[config.mk]
export PLATFORM = sky130hd
export DESIGN_NAME = pileup_recover
export DESIGN_NICKNAME = d
export VERILOG_FILES = /design/src/rtl/pileup_pkg.sv /design/src/rtl/pr_classify.sv /design/src/rtl/pr_scale.sv /design/src/rtl/pr_resolve.sv /design/src/rtl/pileup_recover.sv
export SDC_FILE = /design/constraint.sdc
export NUM_CORES = 1
export LEC_CHECK = 0
export ABC_CLOCK_PERIOD_IN_PS = 14250
export BUFFER_PORTS_ARGS = -buffer_cell sky130_fd_sc_hd__buf_2
export CAP_MARGIN = 40
export CORE_MARGIN = 1.5
export CORE_UTILIZATION = 45
export DETAILED_ROUTE_END_ITERATION = 10
export HOLD_SLACK_MARGIN = 0.08
export PLACE_DENSITY_LB_ADDON = 0.2
export SLEW_MARGIN = 15
export SYNTH_ARGS = -nofsm -noshare
export SYNTH_HDL_FRONTEND = slang
export SYNTH_SLANG_ARGS = --single-unit
[constraint.sdc]
create_clock -name clk -period 14.25 [get_ports clk]
set_input_delay 1.425 -clock clk [delete_from_list [all_inputs] [get_ports clk]]
set_output_delay 1.425 -clock clk [all_outputs]
set_load 0.01 [all_outputs]
[src/rtl/pileup_pkg.sv]
package pileup_pkg;

  typedef enum logic [2:0] {
    PR_OK    = 3'd0,
    PR_CLOSE = 3'd1,
    PR_MULTI = 3'd2,
    PR_NEG   = 3'd3,
    PR_SAT   = 3'd4
  } pr_status_e;

  function automatic logic is_reject(input logic [2:0] st);
    return (st == PR_CLOSE) || (st == PR_MULTI);
  endfunction

endpackage

[src/rtl/pr_classify.sv]
module pr_classify #(
  parameter int AW      = 16,
  parameter int IW      = 22,
  parameter int RW      = 16,
  parameter int TW      = 24,
  parameter int SW      = 8,
  parameter int DEF_SEP = 7
) (
  input  logic          clk,
  input  logic          rst,
  input  logic          v_i,
  input  logic [AW-1:0] amp1_i,
  input  logic [IW-1:0] area_i,
  input  logic [RW-1:0] recip_i,
  input  logic [TW-1:0] t1_i,
  input  logic [SW-1:0] sep_i,
  input  logic [SW-1:0] min_sep_i,
  input  logic          multi_i,
  output logic          v_o,
  output logic [AW-1:0] amp1_o,
  output logic [IW-1:0] area_o,
  output logic [RW-1:0] recip_o,
  output logic [TW-1:0] t1_o,
  output logic [TW-1:0] t2_o,
  output logic [2:0]    st_o,
  output logic          close_o,
  output logic          multi_o
);
  import pileup_pkg::*;

  localparam logic [SW-1:0] DEF_LIM = SW'(DEF_SEP);

  // zero in the programmed limit falls back to the built-in default
  function automatic logic [SW-1:0] pick_limit(input logic [SW-1:0] prog);
    return (prog == '0) ? DEF_LIM : prog;
  endfunction

  function automatic logic [TW-1:0] stamp_second(input logic [TW-1:0] t1,
                                                 input logic [SW-1:0] sep);
    return t1 + TW'(sep);
  endfunction

  // multi-pulse wins over the separation check
  function automatic logic [2:0] decide(input logic multi, input logic close);
    if (multi)      return PR_MULTI;
    else if (close) return PR_CLOSE;
    else            return PR_OK;
  endfunction

  logic [SW-1:0] limit;

  assign limit   = pick_limit(min_sep_i);
  assign close_o = v_i & (sep_i < limit);
  assign multi_o = v_i & multi_i;

  always_ff @(posedge clk) begin
    if (rst) begin
      v_o     <= 1'b0;
      amp1_o  <= '0;
      area_o  <= '0;
      recip_o <= '0;
      t1_o    <= '0;
      t2_o    <= '0;
      st_o    <= PR_OK;
    end else begin
      v_o <= v_i;
      if (v_i) begin
        amp1_o  <= amp1_i;
        area_o  <= area_i;
        recip_o <= recip_i;
        t1_o    <= t1_i;
        t2_o    <= stamp_second(t1_i, sep_i);
        st_o    <= decide(multi_o, close_o);
      end
    end
  end

endmodule

[src/rtl/pr_scale.sv]
module pr_scale #(
  parameter int AW = 16,
  parameter int IW = 22,
  parameter int RW = 16,
  parameter int TW = 24
) (
  input  logic          clk,
  input  logic          rst,
  input  logic          v_i,
  input  logic [AW-1:0] amp1_i,
  input  logic [IW-1:0] area_i,
  input  logic [RW-1:0] recip_i,
  input  logic [TW-1:0] t1_i,
  input  logic [TW-1:0] t2_i,
  input  logic [2:0]    st_i,
  output logic          v_o,
  output logic [AW-1:0] amp1_o,
  output logic [IW:0]   scaled_o,
  output logic [TW-1:0] t1_o,
  output logic [TW-1:0] t2_o,
  output logic [2:0]    st_o
);

  localparam int              PW   = IW + RW + 1;
  localparam logic [PW-1:0]   HALF = PW'(1) << (RW - 1);

  // area times reciprocal, shifted down by the fraction width, half rounds up
  function automatic logic [IW:0] round_scale(input logic [IW-1:0] a,
                                               input logic [RW-1:0] r);
    logic [PW-1:0] p;
    p = PW'(a) * PW'(r) + HALF;
    return p[PW-1:RW];
  endfunction

  always_ff @(posedge clk) begin
    if (rst) begin
      v_o      <= 1'b0;
      amp1_o   <= '0;
      scaled_o <= '0;
      t1_o     <= '0;
      t2_o     <= '0;
      st_o     <= '0;
    end else begin
      v_o <= v_i;
      if (v_i) begin
        amp1_o   <= amp1_i;
        scaled_o <= round_scale(area_i, recip_i);
        t1_o     <= t1_i;
        t2_o     <= t2_i;
        st_o     <= st_i;
      end
    end
  end

endmodule

[src/rtl/pr_resolve.sv]
module pr_resolve #(
  parameter int AW = 16,
  parameter int IW = 22,
  parameter int TW = 24
) (
  input  logic          clk,
  input  logic          rst,
  input  logic          v_i,
  input  logic [AW-1:0] amp1_i,
  input  logic [IW:0]   scaled_i,
  input  logic [TW-1:0] t1_i,
  input  logic [TW-1:0] t2_i,
  input  logic [2:0]    st_i,
  output logic          v_o,
  output logic [AW-1:0] amp1_o,
  output logic [AW-1:0] amp2_o,
  output logic [TW-1:0] t1_o,
  output logic [TW-1:0] t2_o,
  output logic [2:0]    st_o,
  output logic          neg_hit,
  output logic          sat_hit
);
  import pileup_pkg::*;

  localparam int DW  = IW + 2;
  localparam int PAD = DW - AW;
  localparam logic signed [DW-1:0] TOP = $signed({{PAD{1'b0}}, {AW{1'b1}}});

  function automatic logic signed [DW-1:0] remainder_amp(input logic [IW:0] s,
                                                         input logic [AW-1:0] a1);
    return $signed({1'b0, s}) - $signed({{PAD{1'b0}}, a1});
  endfunction

  // returns {status, amplitude}
  function automatic logic [AW+2:0] settle(input logic [2:0] st,
                                           input logic signed [DW-1:0] d);
    if (is_reject(st))  return {st, {AW{1'b0}}};
    else if (d < 0)     return {PR_NEG, {AW{1'b0}}};
    else if (d > TOP)   return {PR_SAT, {AW{1'b1}}};
    else                return {PR_OK, d[AW-1:0]};
  endfunction

  logic signed [DW-1:0] diff;
  logic [AW+2:0]        res;

  assign diff    = remainder_amp(scaled_i, amp1_i);
  assign res     = settle(st_i, diff);
  assign neg_hit = v_i & (res[AW+2:AW] == PR_NEG);
  assign sat_hit = v_i & (res[AW+2:AW] == PR_SAT);

  always_ff @(posedge clk) begin
    if (rst) begin
      v_o    <= 1'b0;
      amp1_o <= '0;
      amp2_o <= '0;
      t1_o   <= '0;
      t2_o   <= '0;
      st_o   <= '0;
    end else begin
      v_o <= v_i;
      if (v_i) begin
        amp1_o <= amp1_i;
        amp2_o <= res[AW-1:0];
        t1_o   <= t1_i;
        t2_o   <= t2_i;
        st_o   <= res[AW+2:AW];
      end
    end
  end

endmodule

[src/rtl/pileup_recover.sv]
module pileup_recover #(
  parameter int AW      = 16,
  parameter int IW      = 22,
  parameter int RW      = 16,
  parameter int TW      = 24,
  parameter int SW      = 8,
  parameter int DEF_SEP = 7
) (
  input  logic          clk,
  input  logic          rst,
  input  logic          in_valid,
  input  logic [AW-1:0] in_amp1,
  input  logic [IW-1:0] in_area,
  input  logic [RW-1:0] in_recip,
  input  logic [TW-1:0] in_t1,
  input  logic [SW-1:0] in_sep,
  input  logic [SW-1:0] in_min_sep,
  input  logic          in_multi,
  output logic          out_valid,
  output logic [AW-1:0] out_amp1,
  output logic [AW-1:0] out_amp2,
  output logic [TW-1:0] out_t1,
  output logic [TW-1:0] out_t2,
  output logic [2:0]    out_status
);

  // stage 1 -> 2
  logic          c_v;
  logic [AW-1:0] c_amp1;
  logic [IW-1:0] c_area;
  logic [RW-1:0] c_recip;
  logic [TW-1:0] c_t1, c_t2;
  logic [2:0]    c_st;
  // stage 2 -> 3
  logic          s_v;
  logic [AW-1:0] s_amp1;
  logic [IW:0]   s_scaled;
  logic [TW-1:0] s_t1, s_t2;
  logic [2:0]    s_st;
  // named events for the checker
  logic          ev_close, ev_multi, ev_neg, ev_sat;

  pr_classify #(
    .AW(AW), .IW(IW), .RW(RW), .TW(TW), .SW(SW), .DEF_SEP(DEF_SEP)
  ) u_classify (
    .clk(clk), .rst(rst), .v_i(in_valid),
    .amp1_i(in_amp1), .area_i(in_area), .recip_i(in_recip),
    .t1_i(in_t1), .sep_i(in_sep), .min_sep_i(in_min_sep), .multi_i(in_multi),
    .v_o(c_v), .amp1_o(c_amp1), .area_o(c_area), .recip_o(c_recip),
    .t1_o(c_t1), .t2_o(c_t2), .st_o(c_st),
    .close_o(ev_close), .multi_o(ev_multi)
  );

  pr_scale #(
    .AW(AW), .IW(IW), .RW(RW), .TW(TW)
  ) u_scale (
    .clk(clk), .rst(rst), .v_i(c_v),
    .amp1_i(c_amp1), .area_i(c_area), .recip_i(c_recip),
    .t1_i(c_t1), .t2_i(c_t2), .st_i(c_st),
    .v_o(s_v), .amp1_o(s_amp1), .scaled_o(s_scaled),
    .t1_o(s_t1), .t2_o(s_t2), .st_o(s_st)
  );

  pr_resolve #(
    .AW(AW), .IW(IW), .TW(TW)
  ) u_resolve (
    .clk(clk), .rst(rst), .v_i(s_v),
    .amp1_i(s_amp1), .scaled_i(s_scaled),
    .t1_i(s_t1), .t2_i(s_t2), .st_i(s_st),
    .v_o(out_valid), .amp1_o(out_amp1), .amp2_o(out_amp2),
    .t1_o(out_t1), .t2_o(out_t2), .st_o(out_status),
    .neg_hit(ev_neg), .sat_hit(ev_sat)
  );

endmodule

==> results.sh <==
export IMPL_ys_seq_area_share_pct=24.2
export IMPL_crit_path_top_delay_cell="o41ai_1"
export IMPL_synthesis_area_sq_um=23100
export IMPL_timing_final_ws_setup_ns=7.31
export IMPL_drv_cap=0
export IMPL_synth_edff_count=0
export IMPL_path_buf_inv=6
export IMPL_tightest_slew_ns=0.901
export IMPL_cts_resized=0
export IMPL_cp_max_fo=14
export IMPL_critical_path_max_stage_delay_ns=0.80
export IMPL_synthArstFlopShare_pct=0
export IMPL_slew_violations=0
export IMPL_postLayoutCellArea_sq_um=25800
export IMPL_rows=82
export IMPL_postCtsSetupRepairBufs=0
export IMPL_start_util_pct=45.8
export IMPL_critical_path_class="flop to flop"
export IMPL_tns_ns=0
export IMPL_critPathCaptureType="flop"
export IMPL_cp_cell_sequence="buf_8, nand2_1, fa_1, inv_1, fa_1, inv_1, fa_1, inv_1, fa_1, fa_1, inv_1, fa_1, inv_1, ha_1, and3_1, and3_1, a22o_1, o41ai_1, o31ai_1, xnor2_1, a211oi_1"
export IMPL_power_mw=2.29
export IMPL_drt_iter0_drc=1072
export IMPL_drtPass1Iterations=5
export IMPL_synth_cells=2531
export IMPL_multiInputGateArea_sq_um=15500
export IMPL_tritoncts="done"
export IMPL_drive_gt1_share_pct=10.4
export IMPL_crit_path_start="u_classify.recip_o[1]"
export IMPL_dp_slack_ns=7.39
export IMPL_finalWirelength_um=59600
export IMPL_grt_ovfl_total=0
export IMPL_cts_path_max_buffers=3
export IMPL_grt_pass1_wl_um=97300
export IMPL_cts_hold_buf=0
export IMPL_path_clk_slew_ns=0.07
export IMPL_critPathMostFrequentCell="fa_1"
export IMPL_die_x_um=229
export IMPL_fin_util_pct=51.2
export IMPL_core_area_sq_um=50400
export IMPL_cp_required_ns=14.75
export IMPL_critPathLaunchType="flop"
export IMPL_via_per_inst=5.30
export IMPL_h_tree_depth=1
export IMPL_syn_avg_cell_area_sq_um=9.12
export IMPL_num_vias=17700
export IMPL_period_share_pct=48.7
export IMPL_ys_types=73
export IMPL_p_leak_nw=12.2
export IMPL_grt_pass1_vias=18400
export IMPL_synth_top_family_by_area="adder cells"
export IMPL_cts_root_buffer="clkbuf_16"
export IMPL_ys_warn_count=0
export IMPL_setup_viol_count_final=0
export IMPL_antenna_left=0
export IMPL_gp_congestion=0.886
export IMPL_seq_area_sq_um=5590
export IMPL_grt_max_degree=77
export IMPL_dpl_cell_area_sq_um=24700
export IMPL_synth_nets=3069
export IMPL_rsz0062_at_grt="false"
export IMPL_nets=3178
export IMPL_hp_class="flop to flop"
export IMPL_die_h_um=229
export IMPL_hpwlAfterDp_um=45300
export IMPL_wl_per_cell_um=17.9
export IMPL_dieArea_sq_um=52600
export IMPL_synthSimpleGateAreaFrac_pct=15.5
export IMPL_peakVddDrop_v=0.0000961
export IMPL_drcViolationCount=0
export IMPL_io_buffer_count=181
export IMPL_synth_flop_cell="dfxtp_1"
export IMPL_syn_to_final_growth_pct=11.7
export IMPL_min_from="u_classify.t2_o[1]"
export IMPL_cts_buffers=29
export IMPL_grtUsageTotal_pct=23.0
export IMPL_slew_limit_headroom_pct=39.8
export IMPL_cts_sinks=279
export IMPL_power_density_nw_per_um2=88.9
export IMPL_crit_arrival_ns=7.44
export IMPL_layout_min_cycle_time_ns=6.94
export IMPL_synth_compound_area_share_pct=7.53
export IMPL_reg2reg_from="u_classify.recip_o[1]"
export IMPL_hold_viol_final=0
export IMPL_synth_xor_area_share_pct=1.37
export IMPL_fillCellCount=4705
export IMPL_outcome="finished, final reports clean"
export IMPL_max_freq_ghz=0.144
export IMPL_skew_ns=0.00943
export IMPL_antenna_found_initial=3
export IMPL_synthAdderAreaFrac_pct=33.0
export IMPL_ys_ff_latch=279
export IMPL_critPathTopFamily="adder cells"
export IMPL_clkLatencyLatePin_ns=0.59
export IMPL_synth_mux_area_fraction_pct=9.81
export IMPL_ios=182
## through the flow
step,hold WS [ns],cells
6_report,0.488,3336
5_1_grt,0.514,3336
4_1_cts,0.488,3329
3_5_place_dp,0.478,3276
3_3_place_gp,0.467,3261
2_1_floorplan,0.445,2531
## worst paths after layout
| kind | to | slack (ns) | cells after the start |
|---|---|---|---|
| setup / recovery | u_scale.scaled_o[20] | 7.31 | 21 |
| hold reg to reg | u_classify.t2_o[1] | 0.49 | 2 |
| hold / removal | u_classify.t2_o[1] | 0.49 | 2 |
| setup reg to reg | u_scale.scaled_o[20] | 7.31 | 21 |
## tightest hold or removal path: cells and delay by family, from the launching register on
| family | cells | cell delay (ns) |
|---|---|---|
| AOI/OAI and AO/OA | 1 | 0.05 |
| and+or+nand+nor | 1 | 0.09 |
| DFF | 1 | 0.31 |
## report_power, final
part           leakage (nW)  total (mW)  internal, mW  switching (mW)
combinational          9.42       0.594         0.244           0.350
clock                 0.496       0.828         0.488           0.340
sequential             2.28       0.871         0.817          0.0540
total                  12.2        2.29          1.55           0.744
## layout make-up
type | count | share of cell area, %
Tap cell | 672 | 3.26
Clock inverter | 16 | 0.923
Sequential cell | 279 | 21.7
Inverter | 395 | 5.75
Timing Repair Buffer | 209 | 5.13
Antenna cell | 2 | 0.0194
Clock buffer | 37 | 3.09
Multi-Input combinational cell | 1726 | 60.1
## sequential cells by signal, indices dropped and copies added (netlist names), 22 cells and up
register,flops
u_classify.area_o,22
u_classify.t2_o,24
u_resolve.t2_o,24
u_scale.scaled_o,23
u_scale.t2_o,24
u_classify.t1_o,24
u_resolve.t1_o,24
u_scale.t1_o,24
## logic make-up (layout without fill, tap and decap cells)
kind of cell | count (synthesis) | in the layout
and+or+nand+nor | 781 | 781
buffers and inverters | 526 | 657
adders and majority gates | 440 | 440
DFF | 279 | 279
AOI/OAI and AO/OA | 243 | 243
muxes | 226 | 226
xor gates and xnor gates | 36 | 36
other | 0 | 2
## cell usage after synthesis, types with 2 or more instances
cell type | count | area (sq um)
a21o_1 | 21 | 158
a2111oi_0 | 3 | 26.3
o31ai_1 | 5 | 37.5
nand3_1 | 23 | 115
nand2_1 | 246 | 923
nand4_1 | 11 | 68.8
mux2i_1 | 225 | 2250
fa_1 | 280 | 5610
and2_1 | 173 | 1080
a221oi_2 | 2 | 30.0
nor2b_1 | 5 | 31.3
buf_6 | 3 | 33.8
a31oi_1 | 8 | 50.1
or3_1 | 7 | 43.8
o211ai_1 | 2 | 15.0
buf_1 | 20 | 75.1
ha_1 | 160 | 2000
a21oi_1 | 59 | 295
a221oi_1 | 20 | 175
inv_1 | 393 | 1480
xor2_1 | 11 | 96.3
xnor2_1 | 25 | 219
a311oi_1 | 12 | 105
o21a_1 | 9 | 67.6
o21bai_1 | 9 | 67.6
clkbuf_1 | 107 | 402
a2bb2oi_1 | 2 | 17.5
nand4b_1 | 2 | 17.5
dfxtp_1 | 279 | 5590
and4_1 | 4 | 35.0
o21ai_0 | 32 | 160
o311ai_0 | 3 | 26.3
o21ai_1 | 4 | 20.0
or2_2 | 3 | 18.8
nor2_1 | 274 | 1030
a311o_1 | 4 | 40.0
nor4_1 | 6 | 37.5
and3_1 | 11 | 68.8
a21boi_0 | 2 | 15.0
nand2b_1 | 2 | 12.5
a22oi_1 | 2 | 15.0
a211oi_1 | 21 | 158
a31o_2 | 2 | 17.5
nor3_1 | 10 | 50.1
## metal layers
layer	part of all wire, %	GRT usage [%]	wire length, um	vias up
met4	3.5	7.59	2090	2
met5	0.022	0	13	-
met3	5.7	3.69	3390	132
met2	50	40.6	29700	495
met1	41	28.3	24400	8759
li1	-	-	-	8280
## cells in the final DEF (no fill, tap or decap), drive strengths merged, types with 5 or more instances in the layout
cell type and n:
o21a 9, clkbuf 37, ha 160, dfxtp 279, nand2 246, a221oi 22
nor4 6, a211oi 21, nand3 23, a21o 21, a21oi 60, xnor2 25
bufinv 5, or3 7, and3 12, nand4 11, nor2 274, a31oi 9
buf 209, nor3 10, and2 173, mux2i 225, fa 280, o21ai 36
o31ai 6, a311oi 12, xor2 11, o21bai 9, clkinv 7, inv 395
nor2b 5
(Power assumes the default switching activity.)
